File: config.mk
export PLATFORM = sky130hd
export DESIGN_NAME = kbus_pin_router
export DESIGN_NICKNAME = d
export VERILOG_FILES = /design/src/rtl/kbus_rtr_pkg.sv /design/src/rtl/kbus_topo_decode.sv /design/src/rtl/kbus_power_fsm.sv /design/src/rtl/kbus_pin_mux.sv /design/src/rtl/kbus_kline_guard.sv /design/src/rtl/kbus_pin_router.sv
export SDC_FILE = /design/constraint.sdc
export NUM_CORES = 1
export LEC_CHECK = 0
export BUFFER_PORTS_ARGS = -buffer_cell sky130_fd_sc_hd__buf_4
export CAP_MARGIN = 10
export CORE_MARGIN = 5
export CORE_UTILIZATION = 44
export CTS_CLUSTER_SIZE = 12
export DETAILED_ROUTE_END_ITERATION = 6
export PLACE_DENSITY = 0.61
export SKIP_LAST_GASP = 1
export SLEW_MARGIN = 20
export SYNTH_ARGS = -nofsm -noshare
export SYNTH_HDL_FRONTEND = slang
export SYNTH_SLANG_ARGS = --single-unit
export TNS_END_PERCENT = 1
File: constraint.sdc
create_clock -name clk -period 1.8 [get_ports clk]
set_input_delay 0.18 -clock clk [delete_from_list [all_inputs] [get_ports clk]]
set_output_delay 0.18 -clock clk [all_outputs]
set_load 0.01 [all_outputs]
File: src/rtl/kbus_rtr_pkg.sv
package kbus_rtr_pkg;
  typedef enum logic [1:0] {
    TOPO_SINGLE = 2'd0,
    TOPO_TWO    = 2'd1,
    TOPO_MCU    = 2'd2
  } topo_e;

  typedef enum logic [1:0] {
    PWR_RUN   = 2'd0,
    PWR_ACK   = 2'd1,
    PWR_SLEEP = 2'd2
  } pwr_e;

  typedef enum logic [1:0] {
    ANT_OFF    = 2'd0,
    ANT_ON     = 2'd1,
    ANT_PARK   = 2'd2,
    ANT_FREEZE = 2'd3
  } ant_e;
endpackage

File: src/rtl/kbus_topo_decode.sv
module kbus_topo_decode
  import kbus_rtr_pkg::*;
(
  input  logic  mode1_i,
  input  logic  mode2_i,
  output topo_e topo_o
);
  always_comb begin
    if (mode1_i)      topo_o = TOPO_MCU;
    else if (mode2_i) topo_o = TOPO_TWO;
    else              topo_o = TOPO_SINGLE;
  end
endmodule

File: src/rtl/kbus_power_fsm.sv
module kbus_power_fsm
  import kbus_rtr_pkg::*;
#(
  parameter int STBY_CYC = 16256,
  parameter int ACK_CYC  = 4096
) (
  input  logic  clk,
  input  logic  rst_n,
  input  topo_e topo_i,
  input  logic  am_i,
  input  logic  run_req_i,
  output pwr_e  pwr_o,
  output logic  wake_o
);
  localparam int MAXC = (STBY_CYC > ACK_CYC) ? STBY_CYC : ACK_CYC;
  localparam int CW   = $clog2(MAXC + 1);
  localparam logic [CW-1:0] STBY_LAST = CW'(STBY_CYC - 1);
  localparam logic [CW-1:0] ACK_LAST  = CW'(ACK_CYC - 1);

  pwr_e          st_q, st_n;
  logic [CW-1:0] cnt_q, cnt_n;
  logic          am_q, wake_q, wake_n;
  topo_e         topo_q;

  always_comb begin
    st_n   = st_q;
    cnt_n  = cnt_q;
    wake_n = 1'b0;
    if (st_q != PWR_RUN && topo_i != topo_q) begin
      st_n  = PWR_RUN;
      cnt_n = '0;
    end else begin
      unique case (st_q)
        PWR_RUN: begin
          if (topo_i == TOPO_TWO && !am_i) begin
            if (cnt_q == STBY_LAST) begin
              st_n  = PWR_ACK;
              cnt_n = '0;
            end else begin
              cnt_n = cnt_q + 1'b1;
            end
          end else begin
            cnt_n = '0;
            if (topo_i == TOPO_MCU && !run_req_i) st_n = PWR_SLEEP;
          end
        end
        PWR_ACK: begin
          if (cnt_q == ACK_LAST) begin
            st_n  = PWR_SLEEP;
            cnt_n = '0;
          end else begin
            cnt_n = cnt_q + 1'b1;
          end
        end
        PWR_SLEEP: begin
          if ((topo_i == TOPO_TWO && am_i && !am_q) ||
              (topo_i == TOPO_MCU && run_req_i)) begin
            st_n   = PWR_RUN;
            wake_n = 1'b1;
          end
        end
        default: st_n = PWR_RUN;
      endcase
    end
  end

  always_ff @(posedge clk) begin
    if (!rst_n) begin
      st_q   <= PWR_RUN;
      cnt_q  <= '0;
      am_q   <= 1'b1;
      wake_q <= 1'b0;
      topo_q <= TOPO_SINGLE;
    end else begin
      st_q   <= st_n;
      cnt_q  <= cnt_n;
      am_q   <= am_i;
      wake_q <= wake_n;
      topo_q <= topo_i;
    end
  end

  assign pwr_o  = st_q;
  assign wake_o = wake_q;

  AST_ACK_NEEDS_LOW_AM: assert property (@(posedge clk) disable iff (!rst_n)
    (st_q == PWR_ACK && $past(st_q) == PWR_RUN) |-> $past(!am_i));
  AST_TWO_SLEEP_AFTER_ACK: assert property (@(posedge clk) disable iff (!rst_n)
    (st_q == PWR_SLEEP && $past(st_q) != PWR_SLEEP && topo_i == TOPO_TWO && $past(topo_i) == TOPO_TWO)
      |-> $past(st_q) == PWR_ACK);
  AST_WAKE_SINGLE_CYCLE: assert property (@(posedge clk) disable iff (!rst_n)
    wake_q |=> !wake_q);
  AST_WAKE_MEANS_RUN: assert property (@(posedge clk) disable iff (!rst_n)
    wake_q |-> (st_q == PWR_RUN && $past(st_q) == PWR_SLEEP));
endmodule

File: src/rtl/kbus_pin_mux.sv
module kbus_pin_mux
  import kbus_rtr_pkg::*;
(
  input  topo_e      topo_i,
  input  pwr_e       pwr_i,
  input  logic       am_i,
  input  logic       tx_i,
  input  logic       k_rx_i,
  input  logic       demod_i,
  output logic       k_req_o,
  output logic       dout_o,
  output logic       rx_o,
  output logic [1:0] ant_o
);
  ant_e ant_sel;

  always_comb begin
    k_req_o = 1'b0;
    dout_o  = 1'b0;
    rx_o    = 1'b0;
    ant_sel = ANT_OFF;
    unique case (topo_i)
      TOPO_SINGLE: begin
        k_req_o = !demod_i;
        ant_sel = ANT_ON;
      end
      TOPO_TWO: begin
        unique case (pwr_i)
          PWR_RUN: begin
            k_req_o = !demod_i;
            ant_sel = am_i ? ANT_ON : ANT_OFF;
          end
          PWR_ACK: begin
            k_req_o = 1'b1;
            ant_sel = ANT_OFF;
          end
          default: begin
            k_req_o = 1'b0;
            ant_sel = ANT_PARK;
          end
        endcase
      end
      default: begin
        rx_o = k_rx_i;
        if (pwr_i == PWR_RUN) begin
          dout_o  = demod_i;
          k_req_o = tx_i;
          ant_sel = am_i ? ANT_ON : ANT_OFF;
        end else begin
          ant_sel = ANT_FREEZE;
        end
      end
    endcase
  end

  assign ant_o = ant_sel;
endmodule

File: src/rtl/kbus_kline_guard.sv
module kbus_kline_guard (
  input  logic clk,
  input  logic rst_n,
  input  logic k_req_i,
  input  logic fault_i,
  output logic k_drive_o
);
  logic lock_q;

  always_ff @(posedge clk) begin
    if (!rst_n)        lock_q <= 1'b0;
    else if (fault_i)  lock_q <= 1'b1;
    else if (!k_req_i) lock_q <= 1'b0;
  end

  assign k_drive_o = k_req_i && !lock_q && !fault_i;

  AST_FAULT_CUTS_DRIVE: assert property (@(posedge clk) disable iff (!rst_n)
    fault_i |-> !k_drive_o);
  AST_NO_RESUME_WITHOUT_OFF: assert property (@(posedge clk) disable iff (!rst_n)
    ($past(fault_i) && !fault_i && $past(k_req_i) && k_req_i) |-> !k_drive_o);
endmodule

File: src/rtl/kbus_pin_router.sv
module kbus_pin_router
  import kbus_rtr_pkg::*;
#(
  parameter int STBY_CYC = 16256,
  parameter int ACK_CYC  = 4096
) (
  input  logic       clk,
  input  logic       rst_n,
  input  logic       mode1_i,
  input  logic       mode2_i,
  input  logic       am_i,
  input  logic       tx_i,
  input  logic       k_rx_i,
  input  logic       demod_i,
  input  logic       therm_fault_i,
  output logic       k_drive_o,
  output logic       dout_o,
  output logic       rx_o,
  output logic [1:0] ant_mode_o,
  output logic       stby_o,
  output logic       wake_o
);
  topo_e topo;
  pwr_e  pwr;
  logic  k_req;

  kbus_topo_decode u_decode (
    .mode1_i (mode1_i),
    .mode2_i (mode2_i),
    .topo_o  (topo)
  );

  kbus_power_fsm #(.STBY_CYC(STBY_CYC), .ACK_CYC(ACK_CYC)) u_power (
    .clk       (clk),
    .rst_n     (rst_n),
    .topo_i    (topo),
    .am_i      (am_i),
    .run_req_i (mode2_i),
    .pwr_o     (pwr),
    .wake_o    (wake_o)
  );

  kbus_pin_mux u_mux (
    .topo_i  (topo),
    .pwr_i   (pwr),
    .am_i    (am_i),
    .tx_i    (tx_i),
    .k_rx_i  (k_rx_i),
    .demod_i (demod_i),
    .k_req_o (k_req),
    .dout_o  (dout_o),
    .rx_o    (rx_o),
    .ant_o   (ant_mode_o)
  );

  kbus_kline_guard u_guard (
    .clk       (clk),
    .rst_n     (rst_n),
    .k_req_i   (k_req),
    .fault_i   (therm_fault_i),
    .k_drive_o (k_drive_o)
  );

  assign stby_o = (pwr == PWR_SLEEP);

  AST_BUS_TOPO_QUIET_PINS: assert property (@(posedge clk) disable iff (!rst_n)
    !mode1_i |-> (!dout_o && !rx_o));
  AST_TWO_SLEEP_PARKED: assert property (@(posedge clk) disable iff (!rst_n)
    (stby_o && !mode1_i && mode2_i) |-> (ant_mode_o == 2'd2 && !k_drive_o));
  AST_MCU_SLEEP_SILENT: assert property (@(posedge clk) disable iff (!rst_n)
    (stby_o && mode1_i) |-> (!dout_o && !k_drive_o && ant_mode_o == 2'd3 && rx_o == k_rx_i));
  AST_MCU_RX_FOLLOWS_K: assert property (@(posedge clk) disable iff (!rst_n)
    mode1_i |-> (rx_o == k_rx_i));
endmodule

==> results.tsv <==
metric	value	unit
synth_ff_type	dfxtp_1	
critPathCaptureType	register	
maxSlewHeadroom	0.669	
finish.instance_area	1340	sq um
routed_wl	2.19	mm
r2r-start	u_power.cnt_q[0]	
hold_path.class	in2reg	
tightest_slew	492	ps
coreArea	2480	sq um
rows	18	
critPathBufInv	1	
ys_types	43	
h-tree-depth	1	
vias	939	
fin_nets	162	
yosysWarningCount	0	
swShare	0.265	
antenna_left	0	
grt_first_pass_wirelength	3.96	mm
regArea	425	sq um
finalWorstSetupSlack	93.1	ps
die_area	3690	sq um
min_period_over_period	0.948	
seqPwrFrac	0.572	
cts.root.buffer_cell	clkbuf_4	
status	finished, final reports clean	
required	2000	ps
hpwlAfterDp	1.69	mm
ys_seq_area_frac	0.371	
place_ws	117	ps
synth_top_area_cell	dfxtp_1	
crit_path_start_kind	register	
synth_edf_count	0	
fin_worst_skew	3.39	ps
nFillCells	222	
numCtsBuffers	3	
cts_tree	done	
rsz0062_at_grt	yes	
path_cells	ha_1 > nand2_1 > o41ai_4 > buf_4 > a21boi_0 > o21ai_0 > a21oi_1	
crit_type	reg2reg	
syn_area	1130	sq um
n_antenna_cell	0	
grt_max_degree	17	
power_leakage	0.000494	uW
synth-async-reset-ratio	0	
combPwrFrac	0.160	
synth_area_leaders	dfxtp_1 37%, nor2_1 5.3%, xor2_1 4.6%	
grt_pass1_vias	921	
die_h	60.7	microns
path_clk_slew	120	ps
busiest_layer	met2	
grt_util_all_layers	0.143	
final_common_cell	buf_4	
vias_per_cell	5.19	
report.final.slew_viol_count	0	
yosysTopAreaCellShare	0.371	
cts_buffer_depth	2	
pwr-share-clk	0.268	
syn-mean-instance-area	8.78	sq um
clock.fmax	586	MHz
gp_congestion	0.753	
syn_nets	139	
setup_viol	0	
ir_worst_vdd	0.337	mV
p_int	628	uW
die_w	60.7	microns
gr-usage-met2	0.241	
finalCoreUtilization	0.542	
worstHoldStart	rst_n	
p_sw	226	uW
wl_per_cell	12.1	microns
initial_utilization	0.457	
cp.arrival	1910	ps
drtIter0Drc	40	
layout_common_cells	22 x buf_4, 19 x dfxtp_1, 15 x nor2_1, 10 x nand2_1, 8 x a21oi_1	
dpl-instance-area	1310	sq um
hold_viol_final	0	
critPathMaxFanout	4	
cts_setup_buffers	0	
dr.pass1.iters	4	
grt_overflow	0	
port_buffers	15	
ys_ff_latch	21	
drive_gt1_frac	0.252	
insertion_delay	300	ps
area.growth.synth_to_final	18.7	%
grt_util_met3	0.0362	
drv_cap	0	
grt_use_met1	0.171	
crit_start	u_power.cnt_q[0]	
fin_crit	1710	ps
synth_cells	129	
power.total	854	uW
power_density	635	nW/um^2
drc_errors	0	
slowest_stage	dfxtp_1	
max_stage_delay	390	ps
multi_input_area	677	sq um
critPathTopFamily	compound AO/OA/AOI/OAI gates	
antenna_found_initial	0	
clock_sinks	21	
ios	16	
[cells in the mapped netlist (all sizes together), types with 2 or more instances]
cell	number
clkbuf	2
xnor2	5
buf	2
nor3b	3
nand3	7
o21ai	7
dfxtp	21
nor2	16
nand4	2
a21boi	2
a21oi	8
nand4b	2
nor4	2
inv	3
xor2	6
nand3b	2
nand2b	2
nor3	3
nand2	10
nor2b	3
and3	4
and2	2
[worst paths after layout]
check                           slack, ps          endpoint  cells past startpoint
worst max-delay path                   90  u_power.cnt_q[6]                      7
worst min-delay path                   60      u_power.am_q                      2
worst max register to register         90  u_power.cnt_q[6]                      7
worst min register to register        490  u_power.cnt_q[1]                      2
[repair_timing]
| action | in CTS | in global routing |
|---|---|---|
| endpoints found under the hold margin | 0 | 0 |
| cloned | 0 | 0 |
| resized for setup | 1 | 3 |
| setup endpoints to repair | 1 | 3 |
| hold buffers | 0 | 0 |
[worst reg2reg max path, delay by kind of cell (launching register included)]
| kind | cells | cell delay, ps |
|---|---|---|
| buffers and inverters | 1 | 180 |
| AOI/OAI and AO/OA | 4 | 710 |
| adders and majority gates | 1 | 180 |
| and+or+nand+nor | 1 | 140 |
| DFF | 1 | 390 |
[flip-flops by register name (all words and copies together), names as in the netlist]
name / count
u_power.am_q: 1
u_guard.lock_q: 1
u_power.topo_q: 2
u_power.wake_o: 1
u_power.pwr_o: 2
u_power.cnt_q: 14
[through the flow]
step	cells	hold slack, ps	TNS, ps
after global routing	181	40.5	-54.3
after global placement	177	392	0
after CTS	181	53.8	0
after detailed placement	177	395	0
after floorplan	129	253	0
final	181	64.4	0
[power by group through the flow]
stage / Clock (uW) / Sequential [uW] / Combinational (uW)
6_report: 229 / 488 / 136
5_1_grt: 268 / 492 / 153
4_1_cts: 239 / 489 / 137
3_5_place_dp: 0 / 499 / 137
3_3_place_gp: 0 / 498 / 136
2_1_floorplan: 0 / 490 / 88.1
[metal layers]
metal  wire, microns  vias to the layer above  part of all wire
li1                -                      497                 -
met1            1020                      429              0.46
met2            1070                       11              0.49
met3              87                        2             0.040
met4              19                        0            0.0087
met5               0                        -                 0
[cell families (layout without fill, tap and decap cells)]
family / Yosys count / after routing / synth area share
simple gates: 64 / 64 / 0.331
compound gates: 25 / 25 / 0.168
flops: 21 / 21 / 0.371
xor+xnor: 11 / 11 / 0.0851
buf+inv: 7 / 29 / 0.0332
fa+ha+maj: 1 / 1 / 0.0110
[area by class of cell]
type                    instances  share of cell area
multi-input cells             101               0.504
flip-flops and latches         21               0.317
repair buffers                 22               0.123
well taps                      30              0.0279
clock buffers                   3              0.0168
inverters                       3             0.00838
clock inverters                 1             0.00372
No activity file was read; power rests on OpenSTA's default activity.
